$ cat config.mk
export PLATFORM = sky130hd
export DESIGN_NAME = freq_ctrl_regs
export DESIGN_NICKNAME = d
export VERILOG_FILES = /design/src/rtl/fcr_pkg.sv /design/src/rtl/fcr_sync.sv /design/src/rtl/fcr_i2c_target.sv /design/src/rtl/fcr_regs.sv /design/src/rtl/freq_ctrl_regs.sv
export SDC_FILE = /design/constraint.sdc
export NUM_CORES = 1
export LEC_CHECK = 0
export ABC_AREA = 1
export ABC_CLOCK_PERIOD_IN_PS = 2600
export BUFFER_PORTS_ARGS = -buffer_cell sky130_fd_sc_hd__buf_2
export CAP_MARGIN = 20
export CELL_PAD_IN_SITES_DETAIL_PLACEMENT = 1
export CELL_PAD_IN_SITES_GLOBAL_PLACEMENT = 1
export CORE_UTILIZATION = 45
export DETAILED_ROUTE_END_ITERATION = 7
export PLACE_DENSITY_LB_ADDON = 0.1
export SLEW_MARGIN = 20
export SYNTH_ARGS = -nofsm -noshare
export SYNTH_HDL_FRONTEND = slang
export SYNTH_SLANG_ARGS = --single-unit
$ cat constraint.sdc
create_clock -name clk -period 2.6 [get_ports clk]
set_input_delay 0 -clock clk [delete_from_list [all_inputs] [get_ports clk]]
set_output_delay 0 -clock clk [all_outputs]
set_load 0.005 [all_outputs]
$ cat src/rtl/fcr_pkg.sv
package fcr_pkg;
  localparam int unsigned HS_W = 3;
  localparam int unsigned N1_W = 7;
  localparam int unsigned RF_W = 38;
  localparam int unsigned BYTE_W = 8;

  localparam logic [7:0] A_DIV = 8'd7;
  localparam logic [7:0] A_MIX = 8'd8;
  localparam logic [7:0] A_RF3 = 8'd9;
  localparam logic [7:0] A_RF2 = 8'd10;
  localparam logic [7:0] A_RF1 = 8'd11;
  localparam logic [7:0] A_RF0 = 8'd12;
  localparam logic [7:0] A_CTL = 8'd135;
  localparam logic [7:0] A_DCO = 8'd137;

  typedef enum logic [3:0] {
    S_IDLE, S_ADDR, S_AACK, S_REG, S_RACK, S_WR, S_WACK, S_TX, S_MACK, S_TXLD
  } bus_st_e;
endpackage

$ cat src/rtl/fcr_sync.sv
module fcr_sync #(
  parameter int unsigned STAGES = 2
) (
  input  logic clk,
  input  logic rst_n,
  input  logic d,
  output logic q
);
  logic [STAGES-1:0] ff_q;

  generate
    for (genvar i = 0; i < STAGES; i++) begin : g_stage
      always_ff @(posedge clk or negedge rst_n) begin
        if (!rst_n) ff_q[i] <= 1'b1;
        else if (i == 0) ff_q[i] <= d;
        else ff_q[i] <= ff_q[(i == 0) ? 0 : i-1];
      end
    end
  endgenerate

  assign q = ff_q[STAGES-1];
endmodule

$ cat src/rtl/fcr_i2c_target.sv
module fcr_i2c_target
  import fcr_pkg::*;
#(
  parameter logic [6:0] DEV_ADDR = 7'h55
) (
  input  logic                clk,
  input  logic                rst_n,
  input  logic                scl,
  input  logic                sda,
  output logic                sda_drive,
  output logic                wr_en,
  output logic [BYTE_W-1:0]   wr_addr,
  output logic [BYTE_W-1:0]   wr_data,
  output logic [BYTE_W-1:0]   rd_addr,
  input  logic [BYTE_W-1:0]   rd_data
);
  localparam logic [3:0] BITS = 4'(BYTE_W);

  bus_st_e             st_q, st_d;
  logic [3:0]          cnt_q, cnt_d;
  logic [BYTE_W-1:0]   sh_q, sh_d, ptr_q, ptr_d;
  logic                rw_q, rw_d, drv_q, drv_d;
  logic                scl_q, sda_q;
  logic                rise, fall, start, stop;

  always_ff @(posedge clk or negedge rst_n) begin
    if (!rst_n) begin
      scl_q <= 1'b1;
      sda_q <= 1'b1;
    end else begin
      scl_q <= scl;
      sda_q <= sda;
    end
  end

  assign rise  = scl & ~scl_q;
  assign fall  = ~scl & scl_q;
  assign start = scl & scl_q & sda_q & ~sda;
  assign stop  = scl & scl_q & ~sda_q & sda;

  always_comb begin
    st_d    = st_q;
    cnt_d   = cnt_q;
    sh_d    = sh_q;
    ptr_d   = ptr_q;
    rw_d    = rw_q;
    drv_d   = drv_q;
    wr_en   = 1'b0;
    if (start) begin
      st_d  = S_ADDR;
      cnt_d = '0;
      drv_d = 1'b0;
    end else if (stop) begin
      st_d  = S_IDLE;
      drv_d = 1'b0;
    end else begin
      case (st_q)
        S_ADDR, S_REG, S_WR: begin
          if (rise && cnt_q < BITS) begin
            sh_d  = {sh_q[BYTE_W-2:0], sda};
            cnt_d = cnt_q + 4'd1;
          end else if (fall && cnt_q == BITS) begin
            if (st_q == S_ADDR) begin
              if (sh_q[7:1] == DEV_ADDR) begin
                drv_d = 1'b1;
                rw_d  = sh_q[0];
                st_d  = S_AACK;
              end else begin
                st_d = S_IDLE;
              end
            end else if (st_q == S_REG) begin
              ptr_d = sh_q;
              drv_d = 1'b1;
              st_d  = S_RACK;
            end else begin
              wr_en = 1'b1;
              ptr_d = ptr_q + 8'd1;
              drv_d = 1'b1;
              st_d  = S_WACK;
            end
          end
        end
        S_AACK: begin
          if (fall) begin
            if (rw_q) begin
              sh_d  = rd_data;
              drv_d = ~rd_data[7];
              cnt_d = 4'd1;
              ptr_d = ptr_q + 8'd1;
              st_d  = S_TX;
            end else begin
              drv_d = 1'b0;
              cnt_d = '0;
              st_d  = S_REG;
            end
          end
        end
        S_RACK, S_WACK: begin
          if (fall) begin
            drv_d = 1'b0;
            cnt_d = '0;
            st_d  = S_WR;
          end
        end
        S_TXLD: begin
          if (fall) begin
            sh_d  = rd_data;
            drv_d = ~rd_data[7];
            cnt_d = 4'd1;
            ptr_d = ptr_q + 8'd1;
            st_d  = S_TX;
          end
        end
        S_TX: begin
          if (fall) begin
            if (cnt_q < BITS) begin
              sh_d  = {sh_q[BYTE_W-2:0], 1'b0};
              drv_d = ~sh_q[BYTE_W-2];
              cnt_d = cnt_q + 4'd1;
            end else begin
              drv_d = 1'b0;
              st_d  = S_MACK;
            end
          end
        end
        S_MACK: begin
          if (rise) st_d = sda ? S_IDLE : S_TXLD;
        end
        default: ;
      endcase
    end
  end

  always_ff @(posedge clk or negedge rst_n) begin
    if (!rst_n) begin
      st_q  <= S_IDLE;
      cnt_q <= '0;
      sh_q  <= '0;
      ptr_q <= '0;
      rw_q  <= 1'b0;
      drv_q <= 1'b0;
    end else begin
      st_q  <= st_d;
      cnt_q <= cnt_d;
      sh_q  <= sh_d;
      ptr_q <= ptr_d;
      rw_q  <= rw_d;
      drv_q <= drv_d;
    end
  end

  assign sda_drive = drv_q;
  assign wr_addr   = ptr_q;
  assign wr_data   = sh_q;
  assign rd_addr   = ptr_q;


  ack_own_addr_chk: assert property (@(posedge clk) disable iff (!rst_n)
    ($rose(drv_q) && st_q == S_AACK) |-> (sh_q[7:1] == DEV_ADDR));


  tx_bit_chk: assert property (@(posedge clk) disable iff (!rst_n)
    (st_q == S_TX) |-> (drv_q == ~sh_q[BYTE_W-1]));
endmodule

$ cat src/rtl/fcr_regs.sv
module fcr_regs
  import fcr_pkg::*;
#(
  parameter logic [HS_W-1:0] DEF_HSDIV    = 3'd1,
  parameter logic [N1_W-1:0] DEF_N1       = 7'd7,
  parameter logic [RF_W-1:0] DEF_RFREQ    = 38'h21_89AB_CDEF,
  parameter logic            VARIANT_FLAG = 1'b1
) (
  input  logic              clk,
  input  logic              rst_n,
  input  logic              wr_en,
  input  logic [BYTE_W-1:0] wr_addr,
  input  logic [BYTE_W-1:0] wr_data,
  input  logic [BYTE_W-1:0] rd_addr,
  output logic [BYTE_W-1:0] rd_data,
  output logic [HS_W-1:0]   cfg_hsdiv,
  output logic [N1_W-1:0]   cfg_n1,
  output logic [RF_W-1:0]   cfg_rfreq,
  output logic              cfg_strobe
);
  logic [HS_W-1:0] sh_hs_q, sh_hs_d, app_hs_q, app_hs_d;
  logic [N1_W-1:0] sh_n1_q, sh_n1_d, app_n1_q, app_n1_d;
  logic [RF_W-1:0] sh_rf_q, sh_rf_d, app_rf_q, app_rf_d;
  logic nf_q, nf_d, fm_q, fm_d, fv_q, fv_d, rc_q, rc_d, fd_q, fd_d;

  always_comb begin
    sh_hs_d = sh_hs_q;
    sh_n1_d = sh_n1_q;
    sh_rf_d = sh_rf_q;
    nf_d    = 1'b0;
    rc_d    = 1'b0;
    fm_d    = fm_q;
    fv_d    = fv_q;
    fd_d    = fd_q;
    if (rc_q) begin
      sh_hs_d = DEF_HSDIV;
      sh_n1_d = DEF_N1;
      sh_rf_d = DEF_RFREQ;
    end else if (wr_en) begin
      case (wr_addr)
        A_DIV: begin
          sh_hs_d      = wr_data[7:5];
          sh_n1_d[6:2] = wr_data[4:0];
        end
        A_MIX: begin
          sh_n1_d[1:0]   = wr_data[7:6];
          sh_rf_d[37:32] = wr_data[5:0];
        end
        A_RF3: sh_rf_d[31:24] = wr_data;
        A_RF2: sh_rf_d[23:16] = wr_data;
        A_RF1: sh_rf_d[15:8]  = wr_data;
        A_RF0: sh_rf_d[7:0]   = wr_data;
        A_CTL: begin
          nf_d = wr_data[6];
          fm_d = wr_data[5];
          fv_d = wr_data[4];
          rc_d = wr_data[0];
        end
        A_DCO: fd_d = wr_data[4];
        default: ;
      endcase
    end
  end

  always_comb begin
    app_hs_d = app_hs_q;
    app_n1_d = app_n1_q;
    app_rf_d = app_rf_q;
    if (rc_q) begin
      app_hs_d = DEF_HSDIV;
      app_n1_d = DEF_N1;
      app_rf_d = DEF_RFREQ;
    end else if (!fd_q) begin
      app_hs_d = sh_hs_q;
      app_n1_d = sh_n1_q;
      if (!fm_q) app_rf_d = sh_rf_q;
    end
  end

  always_ff @(posedge clk or negedge rst_n) begin
    if (!rst_n) begin
      sh_hs_q  <= DEF_HSDIV;
      sh_n1_q  <= DEF_N1;
      sh_rf_q  <= DEF_RFREQ;
      app_hs_q <= DEF_HSDIV;
      app_n1_q <= DEF_N1;
      app_rf_q <= DEF_RFREQ;
      nf_q <= 1'b0;
      fm_q <= 1'b0;
      fv_q <= 1'b0;
      rc_q <= 1'b0;
      fd_q <= 1'b0;
    end else begin
      sh_hs_q  <= sh_hs_d;
      sh_n1_q  <= sh_n1_d;
      sh_rf_q  <= sh_rf_d;
      app_hs_q <= app_hs_d;
      app_n1_q <= app_n1_d;
      app_rf_q <= app_rf_d;
      nf_q <= nf_d;
      fm_q <= fm_d;
      fv_q <= fv_d;
      rc_q <= rc_d;
      fd_q <= fd_d;
    end
  end

  always_comb begin
    case (rd_addr)
      A_DIV:   rd_data = {sh_hs_q, sh_n1_q[6:2]};
      A_MIX:   rd_data = {sh_n1_q[1:0], sh_rf_q[37:32]};
      A_RF3:   rd_data = sh_rf_q[31:24];
      A_RF2:   rd_data = sh_rf_q[23:16];
      A_RF1:   rd_data = sh_rf_q[15:8];
      A_RF0:   rd_data = sh_rf_q[7:0];
      A_CTL:   rd_data = {1'b0, nf_q, fm_q, fv_q, 3'b000, rc_q};
      A_DCO:   rd_data = {VARIANT_FLAG, 2'b00, fd_q, 4'b0000};
      default: rd_data = '0;
    endcase
  end

  assign cfg_hsdiv  = app_hs_q;
  assign cfg_n1     = app_n1_q;
  assign cfg_rfreq  = app_rf_q;
  assign cfg_strobe = nf_q;


  strobe_pulse_chk: assert property (@(posedge clk) disable iff (!rst_n)
    nf_q |=> !nf_q);


  recall_load_chk: assert property (@(posedge clk) disable iff (!rst_n)
    rc_q |=> (app_rf_q == DEF_RFREQ && sh_rf_q == DEF_RFREQ &&
              app_hs_q == DEF_HSDIV && app_n1_q == DEF_N1 && !rc_q));


  dco_hold_chk: assert property (@(posedge clk) disable iff (!rst_n)
    (fd_q && !rc_q) |=> ($stable(app_hs_q) && $stable(app_n1_q) && $stable(app_rf_q)));


  m_hold_chk: assert property (@(posedge clk) disable iff (!rst_n)
    (fm_q && !rc_q) |=> $stable(app_rf_q));
endmodule

$ cat src/rtl/freq_ctrl_regs.sv
module freq_ctrl_regs
  import fcr_pkg::*;
#(
  parameter logic [6:0]      DEV_ADDR     = 7'h55,
  parameter int unsigned     SYNC_STAGES  = 2,
  parameter logic [HS_W-1:0] DEF_HSDIV    = 3'd1,
  parameter logic [N1_W-1:0] DEF_N1       = 7'd7,
  parameter logic [RF_W-1:0] DEF_RFREQ    = 38'h21_89AB_CDEF,
  parameter logic            VARIANT_FLAG = 1'b1
) (
  input  logic            clk,
  input  logic            rst_n,
  input  logic            scl_i,
  input  logic            sda_i,
  output logic            sda_o,
  output logic            sda_oe,
  output logic [HS_W-1:0] cfg_hsdiv_o,
  output logic [N1_W-1:0] cfg_n1_o,
  output logic [RF_W-1:0] cfg_rfreq_o,
  output logic            cfg_strobe_o
);
  logic scl_s, sda_s;
  logic wr_en;
  logic [BYTE_W-1:0] wr_addr, wr_data, rd_addr, rd_data;

  fcr_sync #(.STAGES(SYNC_STAGES)) u_scl_sync (
    .clk(clk), .rst_n(rst_n), .d(scl_i), .q(scl_s));
  fcr_sync #(.STAGES(SYNC_STAGES)) u_sda_sync (
    .clk(clk), .rst_n(rst_n), .d(sda_i), .q(sda_s));

  fcr_i2c_target #(.DEV_ADDR(DEV_ADDR)) u_bus (
    .clk(clk), .rst_n(rst_n), .scl(scl_s), .sda(sda_s),
    .sda_drive(sda_oe), .wr_en(wr_en), .wr_addr(wr_addr),
    .wr_data(wr_data), .rd_addr(rd_addr), .rd_data(rd_data));

  fcr_regs #(
    .DEF_HSDIV(DEF_HSDIV), .DEF_N1(DEF_N1),
    .DEF_RFREQ(DEF_RFREQ), .VARIANT_FLAG(VARIANT_FLAG)
  ) u_regs (
    .clk(clk), .rst_n(rst_n), .wr_en(wr_en), .wr_addr(wr_addr),
    .wr_data(wr_data), .rd_addr(rd_addr), .rd_data(rd_data),
    .cfg_hsdiv(cfg_hsdiv_o), .cfg_n1(cfg_n1_o),
    .cfg_rfreq(cfg_rfreq_o), .cfg_strobe(cfg_strobe_o));

  assign sda_o = 1'b0;
endmodule

# After elaboration in Yosys (flattened, before gate mapping)

Cells that the tools add are included.

Bits in registers: 133
Logic and storage cells: 214

$add $sub $neg: 2
Order comparisons: 1
Equal/unequal tests: 46
Multiplexer cells: 89
Bitwise operators: 17
Reductions and logical operators: 31

Operator list:

| operator                                                                | count |
|---|---|
| 38-bit two-way mux                                                      | 5 |
| 8-bit two-way mux                                                       | 17 |
| 4-bit two-way mux                                                       | 20 |
| 8-bit one-hot mux with 8 select lines                                   | 1 |
| 8-bit by 4-bit == test with 1-bit output, second input constant         | 5 |
| 8-bit one-hot mux with 4 select lines                                   | 1 |
| 7-bit two-way mux                                                       | 4 |
| 9-bit AND reduction                                                     | 3 |
| 1-bit two-way mux                                                       | 26 |
| 4-bit by 1-bit inequality test with 1-bit output, second input constant | 6 |
| 4-bit one-hot mux with 6 select lines                                   | 1 |
| 8-bit one-hot mux with 3 select lines                                   | 1 |
| 4-bit one-hot mux with 5 select lines                                   | 1 |
| 3-bit two-way mux                                                       | 6 |
| 2-bit by 1-bit inequality test with 1-bit output, second input constant | 9 |
| 3-bit by 1-bit inequality test with 1-bit output, second input constant | 6 |
| 4-bit by 3-bit == test with 1-bit output, second input constant         | 4 |
| 8-bit == test, second input constant                                    | 2 |
| 8-bit AND reduction                                                     | 2 |
| 2-bit AND reduction                                                     | 7 |
| 2-bit nonzero test                                                      | 7 |
| 4-bit == test, second input constant                                    | 3 |
| 1-bit inverter                                                          | 10 |
| 8-bit by 1-bit adder with 8-bit output, second input constant           | 1 |
| 24 further kinds                                                        | 38 |

# Depth between registers and ports, before layout

Depth in word-level cells: 10
Depth in mapped cells: 11
Gate-level depth less buffers: 11

# Hierarchy

A second synthesis with hierarchy kept.

Cell total of the unflattened synthesis: 937
Area total of the unflattened synthesis: 7218.2 um^2

By module, submodules not included:

| module         | times used | cells an instance | area an instance (um^2) | seq. area each (um^2) |
|---|---|---|---|---|
| fcr_regs       | 1          | 603               | 4903.5                  | 2592.5 |
| fcr_i2c_target | 1          | 328               | 2198.4                  | 703.2 |
| fcr_sync       | 2          | 2                 | 52.6                    | 52.6 |
| freq_ctrl_regs | 1          | 2                 | 11.3                    | 0.0 |

# Least setup slack after synthesis

Ideal clock, no wire load.

Path kind: register to register
Start: register u_bus.scl_q
End: register u_regs.sh_n1_q[6]
Arrival time: 1648 ps
Data required time: 2472 ps
Slack: 825 ps
Stages on the path, launching flop included: 9
Buffers on the path: 1
Path through: dfstp_2 > inv_1 > nor2_1 > nand3_1 > nor3_4 > nand2_1 > buf_2 > nand2_1 > o21ai_0

Word-level cells in the longest chain between the ends: 9

Ends and longest elaborated chain:

| item                                                   | RTL line                                   | text |
|---|---|---|
| from (decl)                                            | fcr_i2c_target.sv:23                       | `logic scl_q, sda_q;` |
| from (signal assigned)                                 | fcr_i2c_target.sv:31                       | `scl_q <= scl;` |
| 1-bit AND or 1-bit inverter (tied branches)            | fcr_i2c_target.sv:37, fcr_i2c_target.sv:36 |  |
| 1-bit logical AND or 1-bit AND (tied branches)         | fcr_i2c_target.sv:62, fcr_i2c_target.sv:36 |  |
| 1-bit two-way mux or 1-bit logical AND (tied branches) | fcr_i2c_target.sv:62, fcr_i2c_target.sv:59 |  |
| 1-bit two-way mux                                      | fcr_i2c_target.sv:59                       | `if (rise && cnt_q < BITS) begin` |
| 1-bit two-way mux                                      | fcr_i2c_target.sv:57                       | `case (st_q)` |
| 1-bit two-way mux                                      | fcr_i2c_target.sv:53                       | `end else if (stop) begin` |
| 1-bit two-way mux *                                    | fcr_i2c_target.sv:49                       | `if (start) begin` |
| 2-bit nonzero test (no line) *                         | -                                          |  |
| 2-bit AND reduction (no line) *                        | -                                          |  |
| to (signal assigned)                                   | fcr_regs.sv:95                             | `sh_n1_q <= sh_n1_d;` |
| to (decl)                                              | fcr_regs.sv:22                             | `logic [N1_W-1:0] sh_n1_q, sh_n1_d, app_n1_q, app_n1_d;` |

Every way passes the cells marked *; elsewhere a longest branch is shown, timed or not.
A chain may end at the register's enable or synchronous reset.

# Worst setup path in the final report

Start: register u_bus.scl_q
End: register u_regs.sh_rf_q[21]

Word-level cells in the longest chain between the ends: 9

Ends and longest elaborated chain:

| item                                                   | RTL line                                   | text |
|---|---|---|
| 1-bit AND or 1-bit inverter (tied branches)            | fcr_i2c_target.sv:37, fcr_i2c_target.sv:36 |  |
| 1-bit logical AND or 1-bit AND (tied branches)         | fcr_i2c_target.sv:62, fcr_i2c_target.sv:36 |  |
| 1-bit two-way mux or 1-bit logical AND (tied branches) | fcr_i2c_target.sv:62, fcr_i2c_target.sv:59 |  |
| 1-bit two-way mux                                      | fcr_i2c_target.sv:59                       |  |
| 1-bit two-way mux                                      | fcr_i2c_target.sv:57                       |  |
| 1-bit two-way mux                                      | fcr_i2c_target.sv:53                       |  |
| 1-bit two-way mux *                                    | fcr_i2c_target.sv:49                       |  |
| 2-bit nonzero test (no line) *                         | -                                          |  |
| 2-bit AND reduction (no line) *                        | -                                          |  |
| to (signal assigned)                                   | fcr_regs.sv:96                             | `sh_rf_q <= sh_rf_d;` |
| to (decl)                                              | fcr_regs.sv:23                             | `logic [RF_W-1:0] sh_rf_q, sh_rf_d, app_rf_q, app_rf_d;` |

Marks and branches as above.

==> results.toml <==
[clock_network]
cts_tree = "yes"
numCtsBuffers = 17
cts.path.max_buffers = 2
cts_sinks = 133
cts.htree.levels = 4
cts_root_buffer = "clkbuf_16"
clk_transition_reported_paths_ps = 60
clk_latency_ps = 430

[placed_design]
place_hpwl_um = 15100
io_buffers = 53
place_inst = 1078
gp_congestion = 0.885

[route]
avgViaCountPerCell = 5.53
vias = 6153
avgRoutedWirePerCell_um = 19.1
top_layer = "met4"
drt-met1-wl_um = 9550
met3WireLength_um = 904
routed_wl_um = 21200
drtIter0Drc = 349
route.detailed.drc = 0
ant_nets = 0
first_pass_iters = 5
wl_met2_um = 10300

[setup_path]
rr_worst_depth = 6
required_ps = 2940
worstPathMaxFanout = 16
critPathLaunchType = "flop"
crit_arrival_ps = 2710
ff2ff_setup_slack_ps = 230
path_class = "flop to flop"
endpoint_kind = "flop"

[sta]
slew_headroom_pct = 47.1
setup_viol = 0
tightest_slew_ps = 790
finalCritPeriodShare_pct = 91.2
fin_crit_ps = 2370
skew_ps = 8.08
fmax_mhz = 422
report.final.slew_viol_count = 0
tns_ps = 0
rsz0062_at_grt = "false"
hold_slack_ps = 73.4
hold_viol = 0

[logic_synthesis]
ys_ff_latch = 133
yosysSeqAreaShare_pct = 51.2
yosys.cell_types.count = 31
postSynthCellCount = 850
yosysTopAreaCellShare_pct = 28.3
synthTopCellsByArea = "dfrtp_1, dfstp_2, nand2_1, nor2_1, o21ai_0"
synth_top_cell_by_area = "dfrtp_1"
yosysWarnings = 0
synth_edf_count = 0
syn_area_per_cell_um2 = 7.81
async_flop_share_pct = 100
synth_ff_type = "dfrtp_1"
syn_area_um2 = 6640
synth_nets = 860

[grt]
grt_overflow_total = 0
grt_max_degree = 99
grt_pass1_vias = 6355
antenna_found_initial = 0
grt_pass1_wl_um = 33700
grt.total_usage_pct = 29.9

[outcome]
outcome = "completed"

[layout]
antennaDiodeCount = 0
post_route_cells_drive_above_1_share_pct = 20.2
fin_nets = 926
finalNonFillerCells = 1113
fin_util_pct = 53.7
area_growth_pct = 17.2
final_common_cell = "nand2_1"
final_cell_mix = "nand2_1, nor2_1, o21ai_0"

[power_and_ir_drop]
power_density_nw_per_um2 = 915
report.power.total_uw = 7120
ir_worst_vdd_uv = 451
total_leakage_power_uw = 0.00399

[job]
cap_viol_max_count = 0

[floorplanning]
core_um2 = 14500
die_area_um2 = 15200
die_y_um = 123
pin_count = 55
die_w_um = 123
fp-row-count = 44
initial_core_util_pct = 45.8

[hold_path]
hp-class = "input pin to async pin"
## final timing paths
path	from	endpoint
worst min-delay path	rst_n	u_bus.rd_addr[1]
worst max-delay path	u_bus.scl_q	u_regs.sh_rf_q[21]
max in group asynchronous	rst_n	u_regs.sh_rf_q[24]
worst max register to register	u_bus.scl_q	u_regs.sh_rf_q[21]
min in group clk	sda_i	u_sda_sync.ff_q[0]
worst min register to register	u_scl_sync.ff_q[0]	u_scl_sync.q
## worst max-delay path, cell delays in order (launching register included)
cell and delay [ps]:
dfstp_2 550, inv_1 50, nor2_1 220, nand3_1 230, nor3_4 440, nand2_1 450, o21ai_0 340
## metal layers
layer	up-vias	global-route usage [%]
li1	2867	-
met1	3089	39.5
met2	154	48.4
met3	43	5.49
met4	0	11.9
met5	-	0
## state kept, by name (all words and copies together), names as in the netlist, 3 cells and up
signal and flops:
u_regs.sh_rf_q 38, u_regs.cfg_rfreq 38, u_bus.rd_addr 8, u_regs.sh_hs_q 3
u_bus.wr_data 8, u_bus.st_q 4, u_regs.cfg_n1 7, u_regs.cfg_hsdiv 3
u_regs.sh_n1_q 7, u_bus.cnt_q 4
## metrics by stage
| step | area, um^2 | worst slack (ps) |
|---|---|---|
| finish | 7780 | 229 |
| global placement | 7180 | 440 |
| detailed placement | 7180 | 271 |
| global route | 7780 | 27.6 |
| CTS | 7780 | 246 |
| floorplan | 6640 | 825 |
## layout make-up
cell class / instances / area, um^2
Multi-Input combinational cell: 616 / 2850
Sequential cell: 133 / 3400
Fill cell: 1797 / 6700
Inverter: 73 / 274
Timing Repair Buffer: 75 / 453
Clock buffer: 18 / 429
Tap cell: 184 / 230
Clock inverter: 14 / 138
## cell families after synthesis
group / Yosys count / synth area share, %
and+or+nand+nor: 443 / 26.6
buffers and inverters: 101 / 5.92
adders and majority gates: 6 / 1.13
other: 1 / 0.0565
DFF: 133 / 51.2
xor gates and xnor gates: 3 / 0.396
muxes: 21 / 3.56
AOI/OAI and AO/OA: 142 / 11.1
## power by group
group	internal, uW	switching (uW)
combinational	623	1580
sequential	2270	276
clock	1340	1020
## repair_timing
item	CTS	global route
gates resized for setup	0	0
setup endpoints to repair	0	0
buffers inserted	0	0
hold endpoints to repair	37	0
hold buffers	3	0
## cell usage after synthesis, types with 2 or more instances
cell        n
a21oi_1    37
a22oi_1     2
a31oi_1     7
buf_1       2
buf_2       8
clkbuf_1   17
dfrtp_1    75
dfstp_2    58
ha_1        6
inv_1      72
mux2_2     21
nand2_1   218
nand3_1    40
nand3b_1    2
nand4_1     3
nor2_1    162
nor3_1     14
o21ai_0    90
o22ai_1     3
xnor2_1     2
Note: power is estimated with default switching activity, not from simulation.
